**src/rtl/mdio_pkg.sv**
```systemverilog
package mdio_pkg;
  localparam int PHY_W     = 5;
  localparam int REG_W     = 5;
  localparam int DATA_W    = 16;
  localparam int SEL_W     = 3;
  localparam int PRE_LEN   = 32;
  localparam int FRAME_LEN = PRE_LEN + 2 + 2 + PHY_W + REG_W + 2 + DATA_W;
  localparam int TA_IDX    = FRAME_LEN - DATA_W - 2;
  localparam int RD_IDX    = TA_IDX + 2;
  localparam int IDX_W     = $clog2(FRAME_LEN);
  localparam int MAX_RATIO = 124;
  localparam int HALF_W    = $clog2(MAX_RATIO / 2 + 1);

  // command register bit positions
  localparam int CMD_BUSY   = 0;
  localparam int CMD_WR     = 1;
  localparam int CMD_SEL_LO = 2;
  localparam int CMD_REG_LO = 6;
  localparam int CMD_PHY_LO = 11;

  typedef struct packed {
    logic [PHY_W-1:0] phy;
    logic [REG_W-1:0] regn;
    logic [SEL_W-1:0] sel;
    logic             wr;
  } cmd_t;

  function automatic logic [HALF_W-1:0] half_ratio(input logic [SEL_W-1:0] sel);
    case (sel)
      3'd0:    half_ratio = HALF_W'(8);
      3'd1:    half_ratio = HALF_W'(13);
      3'd2:    half_ratio = HALF_W'(21);
      3'd3:    half_ratio = HALF_W'(31);
      3'd4:    half_ratio = HALF_W'(51);
      default: half_ratio = HALF_W'(MAX_RATIO / 2);
    endcase
  endfunction

  function automatic logic [FRAME_LEN-1:0] build_frame(input logic wr,
                                                       input logic [PHY_W-1:0] phy,
                                                       input logic [REG_W-1:0] regn,
                                                       input logic [DATA_W-1:0] data);
    build_frame = {{PRE_LEN{1'b1}}, 2'b01, (wr ? 2'b01 : 2'b10), phy, regn,
                   (wr ? 2'b10 : 2'b00), (wr ? data : {DATA_W{1'b0}})};
  endfunction
endpackage

```
**src/rtl/mdio_clk_gen.sv**
```systemverilog
module mdio_clk_gen
  import mdio_pkg::*;
(
  input  logic             clk_i,
  input  logic             rst_ni,
  input  logic             run_i,
  input  logic [SEL_W-1:0] sel_i,
  output logic             mdc_o,
  output logic             rise_o,
  output logic             fall_o
);
  logic [HALF_W-1:0] cnt_q;
  logic              mdc_q;
  logic              wrap;

  assign wrap   = run_i && (cnt_q == half_ratio(sel_i) - HALF_W'(1));
  assign rise_o = wrap && !mdc_q;
  assign fall_o = wrap && mdc_q;
  assign mdc_o  = mdc_q;

  always_ff @(posedge clk_i or negedge rst_ni) begin
    if (!rst_ni) begin
      cnt_q <= '0;
      mdc_q <= 1'b0;
    end else if (!run_i) begin
      cnt_q <= '0;
      mdc_q <= 1'b0;
    end else if (wrap) begin
      cnt_q <= '0;
      mdc_q <= ~mdc_q;
    end else begin
      cnt_q <= cnt_q + HALF_W'(1);
    end
  end
endmodule

```
**src/rtl/mdio_frame_seq.sv**
```systemverilog
module mdio_frame_seq
  import mdio_pkg::*;
(
  input  logic                 clk_i,
  input  logic                 rst_ni,
  input  logic                 start_i,
  input  logic                 rd_i,
  input  logic [FRAME_LEN-1:0] frame_i,
  input  logic                 rise_i,
  input  logic                 fall_i,
  input  logic                 mdio_i,
  output logic                 mdio_o,
  output logic                 mdio_oe_o,
  output logic                 done_o,
  output logic [DATA_W-1:0]    rd_data_o,
  output logic [IDX_W-1:0]     idx_o
);
  logic                 active_q, rd_q, done_q;
  logic [FRAME_LEN-1:0] shift_q;
  logic [IDX_W-1:0]     idx_q;
  logic [DATA_W-1:0]    rx_q;
  logic                 last_bit;

  assign last_bit  = (idx_q == IDX_W'(FRAME_LEN - 1));
  assign mdio_o    = shift_q[FRAME_LEN-1];
  assign mdio_oe_o = active_q && !(rd_q && (idx_q >= IDX_W'(TA_IDX)));
  assign done_o    = done_q;
  assign rd_data_o = rx_q;
  assign idx_o     = idx_q;

  always_ff @(posedge clk_i or negedge rst_ni) begin
    if (!rst_ni) begin
      active_q <= 1'b0;
      rd_q     <= 1'b0;
      done_q   <= 1'b0;
      shift_q  <= '0;
      idx_q    <= '0;
      rx_q     <= '0;
    end else begin
      done_q <= 1'b0;
      if (start_i) begin
        active_q <= 1'b1;
        rd_q     <= rd_i;
        shift_q  <= frame_i;
        idx_q    <= '0;
      end else if (active_q) begin
        if (rise_i && rd_q && (idx_q >= IDX_W'(RD_IDX)))
          rx_q <= {rx_q[DATA_W-2:0], mdio_i};
        if (fall_i) begin
          if (last_bit) begin
            active_q <= 1'b0;
            done_q   <= 1'b1;
          end else begin
            idx_q   <= idx_q + IDX_W'(1);
            shift_q <= {shift_q[FRAME_LEN-2:0], 1'b0};
          end
        end
      end
    end
  end
endmodule

```
**src/rtl/mdio_mgmt_ctrl.sv**
```systemverilog
module mdio_mgmt_ctrl
  import mdio_pkg::*;
(
  input  logic              clk_i,
  input  logic              rst_ni,
  input  logic              req_i,
  input  logic              we_i,
  input  logic              addr_i,
  input  logic [DATA_W-1:0] wdata_i,
  output logic [DATA_W-1:0] rdata_o,
  output logic              mdc_o,
  output logic              mdio_o,
  output logic              mdio_oe_o,
  input  logic              mdio_i
);
  cmd_t              cmd_q, cmd_new;
  logic              busy_q;
  logic [DATA_W-1:0] data_q;
  logic              cmd_wr_en, data_wr_en, start;
  logic              rise, fall, seq_done;
  logic [DATA_W-1:0] rx_data;
  logic [IDX_W-1:0]  seq_idx;
  logic              unused_bit5;

  assign unused_bit5 = wdata_i[5];
  assign cmd_wr_en   = req_i && we_i && addr_i;
  assign data_wr_en  = req_i && we_i && !addr_i;
  assign start       = cmd_wr_en && wdata_i[CMD_BUSY] && !busy_q;

  assign cmd_new.phy  = wdata_i[CMD_PHY_LO +: PHY_W];
  assign cmd_new.regn = wdata_i[CMD_REG_LO +: REG_W];
  assign cmd_new.sel  = wdata_i[CMD_SEL_LO +: SEL_W];
  assign cmd_new.wr   = wdata_i[CMD_WR];

  assign rdata_o = addr_i ? {cmd_q.phy, cmd_q.regn, 1'b0, cmd_q.sel, cmd_q.wr, busy_q}
                          : data_q;

  always_ff @(posedge clk_i or negedge rst_ni) begin
    if (!rst_ni) begin
      cmd_q  <= '0;
      busy_q <= 1'b0;
      data_q <= '0;
    end else begin
      if (data_wr_en) data_q <= wdata_i;
      if (seq_done && !cmd_q.wr) data_q <= rx_data;
      if (cmd_wr_en && !busy_q) cmd_q <= cmd_new;
      if (start) busy_q <= 1'b1;
      else if (seq_done) busy_q <= 1'b0;
    end
  end

  mdio_clk_gen u_clk (
    .clk_i  (clk_i),
    .rst_ni (rst_ni),
    .run_i  (busy_q),
    .sel_i  (cmd_q.sel),
    .mdc_o  (mdc_o),
    .rise_o (rise),
    .fall_o (fall)
  );

  mdio_frame_seq u_seq (
    .clk_i     (clk_i),
    .rst_ni    (rst_ni),
    .start_i   (start),
    .rd_i      (!cmd_new.wr),
    .frame_i   (build_frame(cmd_new.wr, cmd_new.phy, cmd_new.regn, data_q)),
    .rise_i    (rise),
    .fall_i    (fall),
    .mdio_i    (mdio_i),
    .mdio_o    (mdio_o),
    .mdio_oe_o (mdio_oe_o),
    .done_o    (seq_done),
    .rd_data_o (rx_data),
    .idx_o     (seq_idx)
  );
endmodule

```
**config.mk**
```make
export PLATFORM = sky130hd
export DESIGN_NAME = mdio_mgmt_ctrl
export DESIGN_NICKNAME = d
export VERILOG_FILES = /design/src/rtl/mdio_pkg.sv /design/src/rtl/mdio_clk_gen.sv /design/src/rtl/mdio_frame_seq.sv /design/src/rtl/mdio_mgmt_ctrl.sv
export SDC_FILE = /design/constraint.sdc
export NUM_CORES = 1
export LEC_CHECK = 0
export ABC_AREA = 1
export BUFFER_PORTS_ARGS = -buffer_cell sky130_fd_sc_hd__buf_2
export CAP_MARGIN = 40
export CORE_ASPECT_RATIO = 1.5
export CORE_MARGIN = 2
export CORE_UTILIZATION = 52
export CTS_CLUSTER_DIAMETER = 30
export DETAILED_ROUTE_END_ITERATION = 7
export PLACE_DENSITY = 0.76
export SKIP_LAST_GASP = 1
export SLEW_MARGIN = 15
export SYNTH_ARGS = -nofsm -noshare
export SYNTH_HDL_FRONTEND = slang
export SYNTH_SLANG_ARGS = --single-unit
```
**constraint.sdc**
```tcl
create_clock -name clk_i -period 2.8 [get_ports clk_i]
set_clock_uncertainty 0.15 [all_clocks]
set_input_delay 0.14 -clock clk_i [delete_from_list [all_inputs] [get_ports clk_i]]
set_output_delay 0.14 -clock clk_i [all_outputs]
set_load 0.05 [all_outputs]
```
==> run metrics <==
outcome finished clean; logic depth of the worst path, buffers included 14; worst endpoint required time 2.93 ns; number of buffers created by CTS 17; Design Area, Final 0.007508 mm²; fmax 399.5 MHz; post-synthesis register bit count 127; initial antenna violation count 0; yosys warns 0; Via density 5.554; Post-CTS Setup Bufs 0; hold_sp wdata_i[0]; layout overhead on the synthesized area 15.89%; cells after synthesis 774; H-tree levels 4; I/O Buffers 40; Clock Pin Slew Worst Setup and Hold Paths 0.06 ns; Clock Tree Buf Depth 2; post-DP HPWL 8921 µm; CP Launch Type register; Slew Limit Fails 0; Synth area leader dfrtp_1; # resized after CTS 0; antenna-violating nets left 0; Synth top area share 49.05%; Starting Density 53.64%; Initial DRC Count 386; CTS root buf clkbuf_16; worst r2r dst u_seq.shift_q[35]$_DFFE_PN0P_; crit path launch cmd_q[3]$_DFFE_PN0P_; fillers 974; non-filler cells, final 978; library cells used by synthesis 35; grt ovf 0; syn_nets 800; TritonRoute pass-1 iters 5; wire per inst 15.02 µm; Post-Syn Area 0.006479 mm²; worst endpoint data arrival time 2.63 ns; slowest stage delay, CP 0.46 ns; worst-path fanout max 70; Layout Nets 839; Final Hold Viols 0; Leakage 3.713 nW; GPL Wtd Cong 0.8141; # DRC 0; CP dominant cell by count nand2_1; crit path to u_seq.shift_q[35]$_DFFE_PN0P_; num ports 41; Post-DP Area 0.006733 mm²; TritonCTS clock tree done; fin util 62.17%; GRT Util Overall 23.90%; Peak VDD IR 0.4374 mV; largest net degree at the start of global routing 120; antenna cell count 0; Slowest cell on crit path dfrtp_1; Via Count 5,432; critical path, cell by cell nor2_1 > inv_2 > nand2_1 > ha_1 > nand2_1 > nand3_1 > nand2_1 > inv_1 > nand3_1 > nor2_2 > nand4_4 > buf_12 > nand2_1 > nand3_1; relative slew slack 52.88%; syn_area_per_cell 8.370 µm²; Die Wd 95.14 µm; reg2reg path depth 14; final setup violation count 0; total power 0.006427 W; crit path time final 2.503 ns; delay-heaviest family, CP simple AND/OR/NAND/NOR gates; vias in the first global route 5,430; first-pass GRT wire length 25,360 µm; die area 0.01339 mm²; Inst Count DP 930; final WL 14,690 µm; Placeable Area 0.01208 mm²; clk sinks 127; reg2reg setup slack 0.30 ns; setup TNS 0 ns; Worst R2R Start cmd_q[3]$_DFFE_PN0P_; RSZ-0062 raised after global routing no; Buf/Inv on CP 3; Hold Buf Count CTS 17; Skew-Pair Late Insertion Delay 0.42 ns; worst slew pin tran 0.7068 ns; PwrDens 855.9 mW/mm²; fin crit share 89.41%; Seq/Total Area, Yosys 49.05%; share of post-route cells with drive strength above 1 18.55%; row count 49; CP Capture Type register; max-cap violation count 0; Hold Path Class in -> reg; Setup CP Type reg -> reg; die height 140.7 µm; top cells by area, synth dfrtp_1, nand2_1, nand3_1, o21ai_0, inv_1
## area by class of cell
cell class / instances / area (µm²) / area share [%]
multi-input combinational: 523 / 2693 / 35.86
timing repair buffer: 71 / 565.5 / 7.532
clock buffer: 19 / 442.9 / 5.899
clock inverter: 12 / 162.7 / 2.166
sequential: 127 / 3178 / 42.33
inverter: 73 / 275.3 / 3.666
tap: 153 / 191.4 / 2.550
## state kept, by name, indices dropped and copies added, names as in the netlist
name and flops:
u_clk.cnt_q 6, u_seq.rd_data_o 16, cmd_q 14, u_clk.mdc_o 1, busy_q 1, u_seq.done_o 1
u_seq.shift_q 64, u_seq.rd_q 1, u_seq.idx_o 6, u_seq.active_q 1, data_q 16
## where the power goes
part / switching, W / total [W] / internal (W)
Clock: 0.000825 / 0.00225 / 0.00142
Combinational: 0.00107 / 0.00164 / 0.000566
Sequential: 0.000288 / 0.00254 / 0.00225
Total: 0.00218 / 0.00643 / 0.00424
## Yosys cell counts (all sizes together)
| cell | number |
|---|---|
| nand2 | 214 |
| nand3 | 140 |
| dfrtp | 127 |
| o21ai | 95 |
| inv | 73 |
| buf | 31 |
| nor2 | 21 |
| clkbuf | 20 |
| nand4 | 12 |
| o211ai | 12 |
| or2 | 10 |
| ha | 4 |
| xor2 | 4 |
| a21oi | 2 |
| nor3 | 2 |
| nor3b | 2 |
| xnor2 | 2 |
| a31oi | 1 |
| nand3b | 1 |
| nor4 | 1 |
## through the flow
step                      worst slack [ns]  hold WS [ns]
final                               0.2966       0.01544
after global routing               0.05866       0.05317
after CTS                           0.2988       0.01290
after detailed placement            0.3250       0.03337
after global placement              0.3987       0.02356
after floorplan                     0.5874       -0.3056
## tightest hold or removal path: cells and delay by family
| kind | cells | cell delay (ns) |
|---|---|---|
| compound gates | 2 | 0.16 |
| simple gates | 1 | 0.08 |
| buf+inv | 2 | 0.17 |
## worst min-delay path by stage
stage                             to  slack (ns)  depth (start not counted)
2_1_floorplan     busy_q$_DFFE_PN0P_       -0.31                          0
3_3_place_gp   data_q[9]$_DFFE_PN0P_        0.02                          1
3_5_place_dp    cmd_q[7]$_DFFE_PN0P_        0.03                          1
4_1_cts        data_q[0]$_DFFE_PN0P_        0.01                          5
5_1_grt        data_q[0]$_DFFE_PN0P_        0.05                          5
6_report       data_q[0]$_DFFE_PN0P_        0.02                          5
## layer usage
metal	up-vias	part of all wire [%]	track usage, %
met5	-	0	0
met4	0	1.8	9.153
met3	25	4.4	4.543
met2	158	52	40.99
met1	2646	42	29.39
li1	2603	-	-
## cell usage in the layout, fill, tap and decap left out, drive strengths merged, types with 3 or more instances in the layout
| master | netlist | routed |
|---|---|---|
| buf | 31 | 54 |
| bufinv | 0 | 3 |
| clkbuf | 20 | 19 |
| clkinv | 0 | 4 |
| clkinvlp | 0 | 5 |
| dfrtp | 127 | 127 |
| dlygate4sd3 | 0 | 17 |
| ha | 4 | 4 |
| inv | 73 | 73 |
| nand2 | 214 | 214 |
| nand3 | 140 | 140 |
| nand4 | 12 | 12 |
| nor2 | 21 | 21 |
| o211ai | 12 | 12 |
| o21ai | 95 | 95 |
| or2 | 10 | 10 |
| xor2 | 4 | 4 |
## cells by family after synthesis
family	share of synthesized area [%]
AO/OA/AOI/OAI	9.965
XOR/XNOR	0.8111
adder cells (fa/ha/maj)	0.7725
buffers and inverters	9.482
flip-flops	49.05
AND/OR/NAND/NOR	29.91
(Power assumes the default switching activity.)
